==> src/rtl/ccu_pkg.sv <==
`timescale 1ns/1ps
package ccu_pkg;
    typedef enum logic [2:0] {
        M_OFF        = 3'd0,
        M_CAP_RISE   = 3'd1,
        M_CAP_FALL   = 3'd2,
        M_CAP_BOTH   = 3'd3,
        M_CMP_FLAG   = 3'd4,
        M_CMP_TOGGLE = 3'd5,
        M_CMP_ONCE   = 3'd6,
        M_CMP_SETCLR = 3'd7
    } mode_e;

    typedef enum logic {ST_ARMED = 1'b0, ST_SPENT = 1'b1} arm_e;

    typedef struct packed {
        logic  pair;
        logic  tsel;
        mode_e mode;
    } cfg_t;

    localparam int CFG_W = $bits(cfg_t);
endpackage

==> src/rtl/ccu_timebase.sv <==
`timescale 1ns/1ps
module ccu_timebase #(
    parameter int TW  = 16,
    parameter int PSW = 2
) (
    input  logic          clk,
    input  logic          rst_n,
    input  logic          run,
    input  logic [PSW-1:0] sel,
    input  logic          wr_cnt,
    input  logic          wr_rl,
    input  logic [TW-1:0] wr_data,
    output logic [TW-1:0] cnt,
    output logic [TW-1:0] rl,
    output logic          adv,
    output logic          ovf
);
    localparam int PCW = (1 << PSW) - 1;

    logic [PCW-1:0] pre_q;
    logic [PCW-1:0] mask;
    logic           tick;

    always_comb begin
        mask = ~({PCW{1'b1}} << sel);
        tick = (pre_q & mask) == '0;
    end

    always_ff @(posedge clk) begin
        if (!rst_n) pre_q <= '0;
        else        pre_q <= pre_q + 1'b1;
    end

    always_ff @(posedge clk) begin
        if (!rst_n) begin
            cnt <= '0;
            rl  <= '0;
            adv <= 1'b0;
            ovf <= 1'b0;
        end else begin
            adv <= 1'b0;
            ovf <= 1'b0;
            if (wr_rl) rl <= wr_data;
            if (wr_cnt) begin
                cnt <= wr_data;
            end else if (run && tick) begin
                adv <= 1'b1;
                if (cnt == {TW{1'b1}}) begin
                    cnt <= rl;
                    ovf <= 1'b1;
                end else begin
                    cnt <= cnt + 1'b1;
                end
            end
        end
    end
endmodule

==> src/rtl/ccu_channel.sv <==
`timescale 1ns/1ps
module ccu_channel import ccu_pkg::*; #(
    parameter int TW = 16
) (
    input  logic          clk,
    input  logic          rst_n,
    input  cfg_t          cfg,
    input  logic          rearm,
    input  logic          pin_in,
    input  logic [TW-1:0] tcnt,
    input  logic          tadv,
    input  logic          tovf,
    input  logic          wr_val,
    input  logic [TW-1:0] wr_data,
    input  logic          pair_lead,
    input  logic          pair_follow,
    input  logic          partner_hit,
    output logic [TW-1:0] val,
    output logic          pin_out,
    output logic          hit,
    output logic          evt
);
    arm_e       st_q, st_d;
    logic [2:0] sync_q;
    logic       rise, fall, cap_evt, is_cmp, once, fire;

    always_comb begin
        rise    = sync_q[1] & ~sync_q[2];
        fall    = ~sync_q[1] & sync_q[2];
        cap_evt = ((cfg.mode == M_CAP_RISE) && rise) ||
                  ((cfg.mode == M_CAP_FALL) && fall) ||
                  ((cfg.mode == M_CAP_BOTH) && (rise || fall));
        is_cmp  = cfg.mode[2];
        once    = (cfg.mode == M_CMP_ONCE) || (cfg.mode == M_CMP_SETCLR);
        hit     = is_cmp && tadv && (tcnt == val);
        fire    = hit && (!once || st_q == ST_ARMED || tovf);
        evt     = fire || cap_evt;
    end

    // next state of the once-per-period arming
    always_comb begin
        st_d = st_q;
        unique case (st_q)
            ST_ARMED: if (!rearm && once && fire) st_d = ST_SPENT;
            ST_SPENT: begin
                if (rearm)                         st_d = ST_ARMED;
                else if (tovf && !(once && fire))  st_d = ST_ARMED;
            end
            default: st_d = ST_ARMED;
        endcase
    end

    always_ff @(posedge clk) begin
        if (!rst_n) st_q <= ST_ARMED;
        else        st_q <= st_d;
    end

    // outputs: synchronizer, channel register, pin
    always_ff @(posedge clk) begin
        if (!rst_n) begin
            sync_q  <= '0;
            val     <= '0;
            pin_out <= 1'b0;
        end else begin
            sync_q <= {sync_q[1:0], pin_in};
            if (wr_val)       val <= wr_data;
            else if (cap_evt) val <= tcnt;
            if (pair_follow) begin
                pin_out <= pin_out;
            end else if (pair_lead) begin
                if (hit || partner_hit) pin_out <= ~pin_out;
            end else begin
                unique case (cfg.mode)
                    M_CMP_TOGGLE: if (fire) pin_out <= ~pin_out;
                    M_CMP_SETCLR: begin
                        if (fire)      pin_out <= 1'b1;
                        else if (tovf) pin_out <= 1'b0;
                    end
                    default: pin_out <= pin_out;
                endcase
            end
        end
    end
endmodule

==> src/rtl/ccu_unit.sv <==
`timescale 1ns/1ps
module ccu_unit import ccu_pkg::*; #(
    parameter int N   = 4,
    parameter int TW  = 16,
    parameter int PSW = 2,
    parameter int AW  = $clog2(4 + 2*N + 1)
) (
    input  logic           clk,
    input  logic           rst_n,
    input  logic [1:0]     tmr_run,
    input  logic [PSW-1:0] pre_sel0,
    input  logic [PSW-1:0] pre_sel1,
    input  logic [N-1:0]   cc_in,
    output logic [N-1:0]   cc_out,
    input  logic           wr_en,
    input  logic [AW-1:0]  wr_addr,
    input  logic [TW-1:0]  wr_data,
    input  logic [AW-1:0]  rd_addr,
    output logic [TW-1:0]  rd_data,
    output logic [N-1:0]   irq
);
    localparam int NP = N / 2;
    localparam logic [AW-1:0] A_FLAG = AW'(4 + 2*N);

    logic [TW-1:0]  tcnt [2];
    logic [TW-1:0]  trl  [2];
    logic [1:0]     tadv, tovf;
    logic [PSW-1:0] tsel [2];
    cfg_t           cfg_q [N];
    logic [TW-1:0]  cval [N];
    logic [N-1:0]   hit_w, evt_w, flags, clr;
    logic [NP-1:0]  pair_en;

    assign tsel[0] = pre_sel0;
    assign tsel[1] = pre_sel1;

    for (genvar t = 0; t < 2; t++) begin : g_tb
        ccu_timebase #(.TW(TW), .PSW(PSW)) u_tb (
            .clk(clk), .rst_n(rst_n), .run(tmr_run[t]), .sel(tsel[t]),
            .wr_cnt(wr_en && wr_addr == AW'(t)),
            .wr_rl(wr_en && wr_addr == AW'(2 + t)),
            .wr_data(wr_data), .cnt(tcnt[t]), .rl(trl[t]),
            .adv(tadv[t]), .ovf(tovf[t])
        );
    end

    for (genvar p = 0; p < NP; p++) begin : g_pair
        assign pair_en[p] = cfg_q[2*p].pair;
    end

    for (genvar i = 0; i < N; i++) begin : g_ch
        localparam bit EVEN = (i % 2) == 0;
        localparam int LEAD = i - (i % 2);
        localparam int PART = EVEN ? i + 1 : i - 1;
        localparam logic [AW-1:0] A_VAL = AW'(4 + i);
        localparam logic [AW-1:0] A_CFG = AW'(4 + N + i);
        logic cfg_wr;

        assign cfg_wr = wr_en && wr_addr == A_CFG;

        always_ff @(posedge clk) begin
            if (!rst_n)      cfg_q[i] <= '0;
            else if (cfg_wr) cfg_q[i] <= cfg_t'(wr_data[CFG_W-1:0]);
        end

        ccu_channel #(.TW(TW)) u_ch (
            .clk(clk), .rst_n(rst_n), .cfg(cfg_q[i]), .rearm(cfg_wr),
            .pin_in(cc_in[i]),
            .tcnt(cfg_q[i].tsel ? tcnt[1] : tcnt[0]),
            .tadv(cfg_q[i].tsel ? tadv[1] : tadv[0]),
            .tovf(cfg_q[i].tsel ? tovf[1] : tovf[0]),
            .wr_val(wr_en && wr_addr == A_VAL), .wr_data(wr_data),
            .pair_lead(EVEN && cfg_q[i].pair),
            .pair_follow(!EVEN && cfg_q[LEAD].pair),
            .partner_hit(hit_w[PART]),
            .val(cval[i]), .pin_out(cc_out[i]), .hit(hit_w[i]), .evt(evt_w[i])
        );
    end

    assign clr = (wr_en && wr_addr == A_FLAG) ? wr_data[N-1:0] : '0;

    always_ff @(posedge clk) begin
        if (!rst_n) flags <= '0;
        else        flags <= (flags & ~clr) | evt_w;
    end

    assign irq = flags;

    always_comb begin
        rd_data = '0;
        for (int t = 0; t < 2; t++) begin
            if (rd_addr == AW'(t))     rd_data = tcnt[t];
            if (rd_addr == AW'(2 + t)) rd_data = trl[t];
        end
        for (int i = 0; i < N; i++) begin
            if (rd_addr == AW'(4 + i))     rd_data = cval[i];
            if (rd_addr == AW'(4 + N + i)) rd_data = TW'(cfg_q[i]);
        end
        if (rd_addr == A_FLAG) rd_data = TW'(flags);
    end
endmodule

==> config.mk <==
export PLATFORM = sky130hd
export DESIGN_NAME = ccu_unit
export DESIGN_NICKNAME = d
export VERILOG_FILES = /design/src/rtl/ccu_pkg.sv /design/src/rtl/ccu_timebase.sv /design/src/rtl/ccu_channel.sv /design/src/rtl/ccu_unit.sv
export SDC_FILE = /design/constraint.sdc
export NUM_CORES = 1
export LEC_CHECK = 0
export ABC_AREA = 1
export BUFFER_PORTS_ARGS = -buffer_cell sky130_fd_sc_hd__buf_2
export CELL_PAD_IN_SITES_DETAIL_PLACEMENT = 0
export CELL_PAD_IN_SITES_GLOBAL_PLACEMENT = 1
export CORE_ASPECT_RATIO = 0.75
export CORE_UTILIZATION = 38
export CTS_CLUSTER_DIAMETER = 60
export DETAILED_ROUTE_END_ITERATION = 7
export PLACE_DENSITY_LB_ADDON = 0.1
export REMOVE_ABC_BUFFERS = 1
export SETUP_SLACK_MARGIN = 0.3
export SYNTH_ARGS = -nofsm -noshare
export SYNTH_HDL_FRONTEND = slang
export SYNTH_HIERARCHICAL = 1
export SYNTH_SLANG_ARGS = --single-unit
==> constraint.sdc <==
create_clock -name clk -period 4.45 [get_ports clk]
set_input_delay 0.6675 -clock clk [delete_from_list [all_inputs] [get_ports clk]]
set_output_delay 0.6675 -clock clk [all_outputs]
set_load 0.05 [all_outputs]
==> qor_table.md, run 1 <==
| Parameter | Reported | Unit |
|:---|:---|:---|
| Internal Pwr Total | 2870 | µW |
| Biggest area contributors in the synthesized netlist | sky130_fd_sc_hd__dfxtp_1, sky130_fd_sc_hd__nand2_1, sky130_fd_sc_hd__inv_1, sky130_fd_sc_hd__o21ai_0, sky130_fd_sc_hd__nand3_1 | - |
| Startpoint of the worst setup timing path | cfg_q[1][3] | - |
| All-Layer GR Usage | 34.0 | % |
| Total of buffers placed on input and output ports | 60 | - |
| Status | finished clean | - |
| Post-layout min period | 3.51 | ns |
| Number of placed I/O pins | 61 | - |
| Pwr dens | 291 | mW/mm² |
| Area leader, netlist | sky130_fd_sc_hd__dfxtp_1 | - |
| Average cell area after synthesis | 6.10 | µm² |
| Wire length of the first global-routing pass | 85,100 | µm |
| Yosys reg bits | 182 | - |
| Pre-CTS setup slack | 1.10 | ns |
| First-pass iteration count of the detailed router | 6 | - |
| Net count reported at finish | 2,198 | - |
| Element type at the critical path end | flop | - |
| Buffer cell driving the clock tree root | sky130_fd_sc_hd__clkbuf_16 | - |
| Vias per inst | 5.48 | - |
| Height of the die | 161 | µm |
| Placeable core region | 0.0328 | mm² |
| Final-layout setup total negative slack | 0 | ns |
| FF-to-FF Start | cfg_q[1][3] | - |
| Worst slew margin relative to its limit | 19.4 | % |
| Fill cell total of the finished layout | 3,583 | - |
| Fin Clk Skew | 0.0113 | ns |
| Hold-fix buffers, CTS | 0 | - |
| Data required time at the worst endpoint | 4.85 | ns |
| Clock tree from TritonCTS | done | - |
| Pins over their slew limit | 0 | - |
| Number of vias after detailed routing | 14.3k | - |
| Number of hold-slack violations in the final timing report | 0 | - |
| Worst hold margin | 0.380 | ns |
| Class of the most critical setup path | reg2reg | - |
| Clk pin slew, worst setup/hold paths | 0.08 | ns |
| Largest net degree at the start of global routing | 40 | - |
| Switching power total | 1270 | µW |
| Detailed-routing wirelength on met1 | 27,400 | µm |
| Max capacitance violation total | 0 | - |
| Leakage component of the power | 0.00556 | µW |
| DRC violation total after the first TritonRoute iteration | 1,835 | - |
| Fraction of power spent switching nets | 30.6 | % |
| Clock insertion delay at the later pin of the skew report | 0.47 | ns |
| Clock sink count | 182 | - |
| Arrival time at the worst endpoint | 3.92 | ns |
| Initial antenna violation count | 5 | - |
| Synth Instances | 2,109 | - |
| Site Rows | 57 | - |
| Final-report setup violation count | 0 | - |
| Final worst setup slack | 0.938 | ns |
| Worst Max-Slew Pin Slew | 1.21 | ns |
| Area fraction of the dominant cell type after synthesis | 25.2 | % |
| Sequential group share of total power | 43.7 | % |
| Most used flip-flop cell after synthesis | sky130_fd_sc_hd__dfxtp_1 | - |
| Critical-path maximum fanout | 37 | - |
| Maximum operating frequency | 285 | MHz |
| Post-route clock period utilization | 78.9 | % |
| Initial Utilization | 39.2 | % |
| Routed wire length on met3 | 6110 | µm |
| Warning count from the yosys run | 6 | - |
| GR Overflow Total | 0 | - |
| Gpl congestion | 1.01 | - |
| Post-CTS Resized | 0 | - |
| Half-perimeter wire length after placement | 44,000 | µm |
| Unrepaired setup endpoints after global routing | false | - |
| H-Tree Depth | 4 | - |
| Area delta synth->final | 10.6 | % |
| Startpoint Class | flop | - |
| Number of distinct library cell variants in the gate-level netlist after synthesis | 48 | - |
| Number of global-route vias before repair | 12.7k | - |
| Hold crit path type | in2reg | - |
| Most used standard cell by instance count after synthesis | sky130_fd_sc_hd__nand2_1 | - |
| Total detailed-routing wirelength | 58,900 | µm |
| Final ANT Viol Nets | 0 | - |
| Routed WL per cell | 22.6 | µm |
| Launch point of the worst hold path | cc_in[0] | - |
| Post-CTS Setup Inserts | 0 | - |
| Fraction of registers with async set or reset after synthesis | 0 | % |
| Largest buffer count on any clock path | 2 | - |
| Wire length on met2 | 23,800 | µm |
| Highest layer used for signal routing | met4 | - |
| CTS buffer count | 17 | - |
| Share of final-layout standard cells stronger than drive strength 1 | 9.20 | % |
| Floorplan die area | 0.0346 | mm² |
| Cell Area, Synth | 0.0129 | mm² |
| Fraction of power consumed by combinational cells | 14.4 | % |
| Post-synth EDFFs | 20 | - |
| Largest vdd supply drop | 195 | µV |
| DRC violation count after routing | 0 | - |
| X dimension of the die | 214 | µm |
| Sequential share of the synthesized area | 29.9 | % |
| Part of the total power dissipated in the clock network | 41.9 | % |
| Most frequent cells after synthesis | sky130_fd_sc_hd__nand2_1, sky130_fd_sc_hd__inv_1, sky130_fd_sc_hd__nor2_1, sky130_fd_sc_hd__o21ai_0, sky130_fd_sc_hd__dfxtp_1 | - |
-- power groups by stage --
stage          logic (µW)  clock network (µW)  registers, µW
6_report              597                1730           1810
4_1_cts               586                1750           1800
3_5_place_dp          583                   0           1840
2_1_floorplan         331                   0           1820
3_3_place_gp          581                   0           1840
5_1_grt               648                1820           1810
-- state kept, by name (all words and copies together), names as in the netlist, 6 cells and up --
| signal | flops |
|---|---|
| g_ch.u_ch/sync_q | 12 |
| g_ch.u_ch/val | 64 |
| g_tb.u_tb/rl | 32 |
| g_tb.u_tb/cnt | 32 |
| g_tb.u_tb/pre_q | 6 |
| cfg_q | 20 |
-- final timing paths --
path / end / slack (ns) / cells after the start
hold / removal: g_ch[0].u_ch/sync_q[0] / 0.38 / 3
hold reg to reg: g_ch[1].u_ch/sync_q[1] / 0.41 / 2
setup reg to reg: g_ch[0].u_ch/pin_out / 0.94 / 12
setup / recovery: g_ch[0].u_ch/pin_out / 0.94 / 12
-- per-stage QoR --
step	instances	area, µm²	total power (µW)	util (%)
detailed placement	2572	13600	2420	41.3
floorplan	2046	12500	2150	-
finish	2608	14200	4140	43.3
global placement	2572	13600	2420	41.3
CTS	2604	14200	4140	43.3
global route	2605	14200	4280	43.3
-- cell families (layout without fill, tap and decap cells) --
kind of cell / Yosys count / count (layout) / share of synthesized area (%)
xor+xnor: 18 / 18 / 1.23
other cells: 1 / 10 / 0.0292
buf+inv: 375 / 423 / 11.8
mux: 1 / 1 / 0.0779
flops: 182 / 182 / 29.9
compound gates: 354 / 354 / 15.8
fa+ha+maj: 12 / 12 / 1.17
simple gates: 1166 / 1166 / 40.0
-- metal layers --
| layer | track usage (%) | vias up |
|---|---|---|
| li1 | - | 6886 |
| met1 | 49.6 | 6651 |
| met2 | 48.1 | 679 |
| met3 | 8.32 | 88 |
| met4 | 11.7 | 0 |
| met5 | 0 | - |
-- critical path: stages (launching register included) --
cell,delay (ns)
sky130_fd_sc_hd__edfxtp_1,1.15
sky130_fd_sc_hd__o21ai_0,0.35
sky130_fd_sc_hd__xnor2_1,0.39
sky130_fd_sc_hd__nor3b_1,0.23
sky130_fd_sc_hd__nand3_1,0.10
sky130_fd_sc_hd__nor4b_1,0.51
sky130_fd_sc_hd__buf_4,0.26
sky130_fd_sc_hd__nor2_1,0.06
sky130_fd_sc_hd__a21oi_2,0.12
sky130_fd_sc_hd__nand2_1,0.08
sky130_fd_sc_hd__nand2_1,0.06
sky130_fd_sc_hd__nand2_1,0.04
sky130_fd_sc_hd__nor2_1,0.09
-- layout make-up --
class	count	area (µm²)	share of cell area, %
diodes	4	10.0	0.0704
clock buffers	20	447	3.14
clock inverters	12	203	1.43
inverters	307	1150	8.13
multi-input cells	1557	7520	52.9
flip-flops and latches	182	3840	27.0
well taps	442	553	3.89
repair buffers	84	480	3.38
-- placed cells by master (no fill, tap or decap), drive strengths merged, types with 20 or more instances in the layout --
cell type and n:
buf 84, inv 301, nand3 152, a31oi 64, nand4 52, clkbuf 20
a21oi 61, o21ai 192, dfxtp 162, nor2 221, edfxtp 20, nand2 691
Power figures use the tool's default switching activity.
==> inputs of run 2 (changes only) <==
clock period = 2.9 ns   (was 4.45 ns; I/O delays follow)
==> run 2 against run 1 <==
Register-to-register slack got worse by 0.55 ns. Sequential power increased by 51%. Clock power increased by 41%. Cell count increased by 1.6%. Wire length increased by 2.4%.
==> qor_table.md, run 2 (synthesized netlist as in run 1, its figures left out) <==
| Parameter | Reported | Unit | vs previous |
|:---|:---|:---|:---|
| Site Rows | 57 | - | unchanged |
| Largest net degree at the start of global routing | 38 | - | was 40 |
| GR Overflow Total | 0 | - | unchanged |
| Hold crit path type | in2reg | - | unchanged |
| DRC violation count after routing | 0 | - | unchanged |
| Area delta synth->final | 13.3 | % | was 10.6% |
| Slowest CP cell | sky130_fd_sc_hd__dfxtp_1 | - | was sky130_fd_sc_hd__edfxtp_1 |
| Worst Hold Path Cells | 3 | - | unchanged |
| Hold-fix buffers, CTS | 0 | - | unchanged |
| Maximum operating frequency | 393 | MHz |  |
| Number of vias after detailed routing | 14.6k | - | was 14.3k |
| Routed WL per cell | 22.8 | µm | was 22.6 µm |
| Pwr dens | 425 | mW/mm² | was 291 mW/mm² |
| X dimension of the die | 214 | µm | unchanged |
| Critical-path maximum fanout | 8 | - | was 37 |
| Most common library cell in the layout ignoring fill and taps | sky130_fd_sc_hd__nand2_1 | - | unchanged |
| Element type at the critical path end | output pin | - | was flop |
| Top Family by Delay on Critical Path | flip-flops | - | was simple AND/OR/NAND/NOR gates |
| Final worst setup slack | 0.353 | ns | was 0.938 ns |
| Clock tree from TritonCTS | done | - | unchanged |
| Launch point of the worst hold path | cc_in[0] | - | unchanged |
| DRC violation total after the first TritonRoute iteration | 1,885 | - | was 1,835 |
| Largest vdd supply drop | 390 | µV | was 195 µV |
| Clock sink count | 182 | - | unchanged |
| Number of global-route vias before repair | 13.1k | - | was 12.7k |
| Status | finished clean | - | unchanged |
| Cells traversed along the worst timing path | buf_4, nand2_1, nand4_1, a21oi_1, nand4_1, nand2_1, nand3_1, buf_2 | - | was o21ai_0, xnor2_1, nor3b_1, nand3_1, nor4b_1, buf_4, nor2_1, a21oi_2, nand2_1, nand2_1, nand2_1, nor2_1 |
| Fin Clk Skew | 0.0139 | ns | was 0.0113 ns |
| Max capacitance violation total | 0 | - | unchanged |
| All-Layer GR Usage | 34.9 | % | was 34.0% |
| Pre-CTS setup slack | 0.218 | ns | was 1.10 ns |
| Clk pin slew, worst setup/hold paths | 0.07 | ns | was 0.08 ns |
| Final-report setup violation count | 0 | - | unchanged |
| Endpoint of the worst hold path | g_ch[0].u_ch/sync_q[0] | - | unchanged |
| Commonest cells after routing, fill and taps aside | sky130_fd_sc_hd__nand2_1, sky130_fd_sc_hd__inv_1, sky130_fd_sc_hd__nor2_1, sky130_fd_sc_hd__dfxtp_1, sky130_fd_sc_hd__nand3_1 | - | was sky130_fd_sc_hd__nand2_1, sky130_fd_sc_hd__inv_1, sky130_fd_sc_hd__nor2_1, sky130_fd_sc_hd__o21ai_0, sky130_fd_sc_hd__dfxtp_1 |
| Startpoint Class | flop | - | unchanged |
| Class of the most critical setup path | reg2out | - | was reg2reg |
| Half-perimeter wire length after placement | 45,800 | µm | was 44,000 µm |
| Final ANT Viol Nets | 0 | - | unchanged |
| Share of final-layout standard cells stronger than drive strength 1 | 12.0 | % | was 9.20% |
| Highest cell delay on the worst timing path | 0.68 | ns | was 1.15 ns |
| Pins over their slew limit | 0 | - | unchanged |
| Post-layout min period | 2.55 | ns |  |
| Max reg flops | 64 | - | unchanged |
| Total detailed-routing wirelength | 60,300 | µm | was 58,900 µm |
| Largest buffer count on any clock path | 2 | - | unchanged |
| Net count reported at finish | 2,243 | - | was 2,198 |
| Clock insertion delay at the later pin of the skew report | 0.47 | ns | about the same |
| Placement-stage cell area | 0.0139 | mm² | was 0.0136 mm² |
| Height of the die | 161 | µm | unchanged |
| First-pass iteration count of the detailed router | 6 | - | unchanged |
| Final Instance Area | 0.0146 | mm² | was 0.0142 mm² |
| Critical path buffer and inverter count | 2 | - | was 1 |
| FF-to-FF Start | g_tb[0].u_tb/cnt[14] | - | was cfg_q[1][3] |
| Internal reg-to-reg setup slack | 0.39 | ns | was 0.94 ns |
| Arrival time at the worst endpoint | 2.11 | ns | was 3.92 ns |
| Leakage component of the power | 0.00577 | µW | was 0.00556 µW |
| Initial antenna violation count | 2 | - | was 5 |
| Gpl congestion | 1.08 | - | was 1.01 |
| Vias per inst | 5.52 | - | was 5.48 |
| Worst slew margin relative to its limit | 15.2 | % | was 19.4% |
| CTS buffer count | 17 | - | unchanged |
| End-of-flow core utilization | 44.4 | % | was 43.3% |
| PnR Total Power | 6180 | µW | was 4140 µW |
| Floorplan die area | 0.0346 | mm² | unchanged |
| Worst Max-Slew Pin Slew | 1.25 | ns | was 1.21 ns |
| Data required time at the worst endpoint | 2.47 | ns | was 4.85 ns |
| Largest registers | g_ch.u_ch/val (64), g_tb.u_tb/cnt (32), g_tb.u_tb/rl (32) | - | unchanged |
| Top reg by flops | g_ch.u_ch/val | - | unchanged |
| Post-route clock period utilization | 87.8 | % |  |
| Ant. Diodes | 0 | - | was 4 |
| Reg2reg path depth | 15 | - | was 12 |
| Total of buffers placed on input and output ports | 60 | - | unchanged |
| Initial Utilization | 39.2 | % | unchanged |
| Placeable core region | 0.0328 | mm² | unchanged |
| Final-layout setup total negative slack | 0 | ns | unchanged |
| Number of placed I/O pins | 61 | - | unchanged |
| Unrepaired setup endpoints after global routing | true | - | was false |
| Buffer cell driving the clock tree root | sky130_fd_sc_hd__clkbuf_16 | - | unchanged |
| Number of hold-slack violations in the final timing report | 0 | - | unchanged |
| H-Tree Depth | 4 | - | unchanged |
| Terminus of the critical flop-to-flop path | g_ch[2].u_ch/pin_out | - | was g_ch[0].u_ch/pin_out |
| Wire length of the first global-routing pass | 88,300 | µm | was 85,100 µm |
-- run 2: changes by cell type in the layout (fill, tap and decap cells not counted), moves of 3 or more --
cell                         delta
sky130_fd_sc_hd__buf_2          -3
sky130_fd_sc_hd__buf_4         +43
sky130_fd_sc_hd__bufinv_16      -3
sky130_fd_sc_hd__clkinv_4       +3
sky130_fd_sc_hd__clkinvlp_4     +3
sky130_fd_sc_hd__diode_2        -4
sky130_fd_sc_hd__inv_1         -10
sky130_fd_sc_hd__inv_2          +7
sky130_fd_sc_hd__o21ai_0       -28
sky130_fd_sc_hd__o21ai_1       +23
sky130_fd_sc_hd__o21ai_2        +5
-- run 2: through the flow --
stage / cells / hold slack (ns)
final: 2649 / 0.149
after global routing: 2649 / 0.141
after CTS: 2645 / 0.138
after detailed placement: 2613 / 0.397
after global placement: 2613 / 0.393
after floorplan: 2046 / 0.390
-- run 2: worst min-delay path, stage by stage --
cell                      delay (ns)
sky130_fd_sc_hd__buf_2          0.08
sky130_fd_sc_hd__nand2_1        0.04
sky130_fd_sc_hd__inv_1          0.04
-- run 2: worst max-delay path by stage --
stage	start	to	slack, ns	depth (start not counted)
floorplan	rd_addr[2]	rd_data[3]	0.65	10
global placement	g_tb[0].u_tb/cnt[9]	g_ch[2].u_ch/pin_out	0.25	15
detailed placement	g_tb[0].u_tb/cnt[15]	g_ch[2].u_ch/pin_out	0.22	15
CTS	g_tb[0].u_tb/cnt[14]	g_ch[2].u_ch/pin_out	0.27	15
global route	g_tb[0].u_tb/cnt[14]	g_ch[2].u_ch/pin_out	0.21	15
finish	g_tb[1].u_tb/cnt[1]	rd_data[1]	0.35	8
-- run 2: layout make-up --
cell class | count | area, µm²
well taps | 442 | 553
clock buffers | 17 | 425
flip-flops and latches | 182 | 3850
clock inverters | 15 | 156
repair buffers | 129 | 858
fillers | 3555 | 18200
inverters | 307 | 1170
multi-input cells | 1557 | 7550
-- run 2: routing by layer --
metal,global-route usage [%],vias to the layer above,part of all wire [%]
met5,0,-,0
met1,52.6,6826,48
li1,-,6971,-
met4,9.06,0,2.2
met2,48.6,757,39
met3,8.59,61,11
-- run 2: repair_timing --
action,4_1_cts,5_1_grt
buffers inserted,0,4
resized for setup,11,42
pin swaps,0,1
setup endpoints to repair,5,12
-- run 2: where the power goes --
part           switching, µW  total (µW)  leakage, µW  internal [µW]
clock                   1160        2440     0.000273           1270
sequential               116        2740      0.00151           2620
combinational            741        1010      0.00399            267
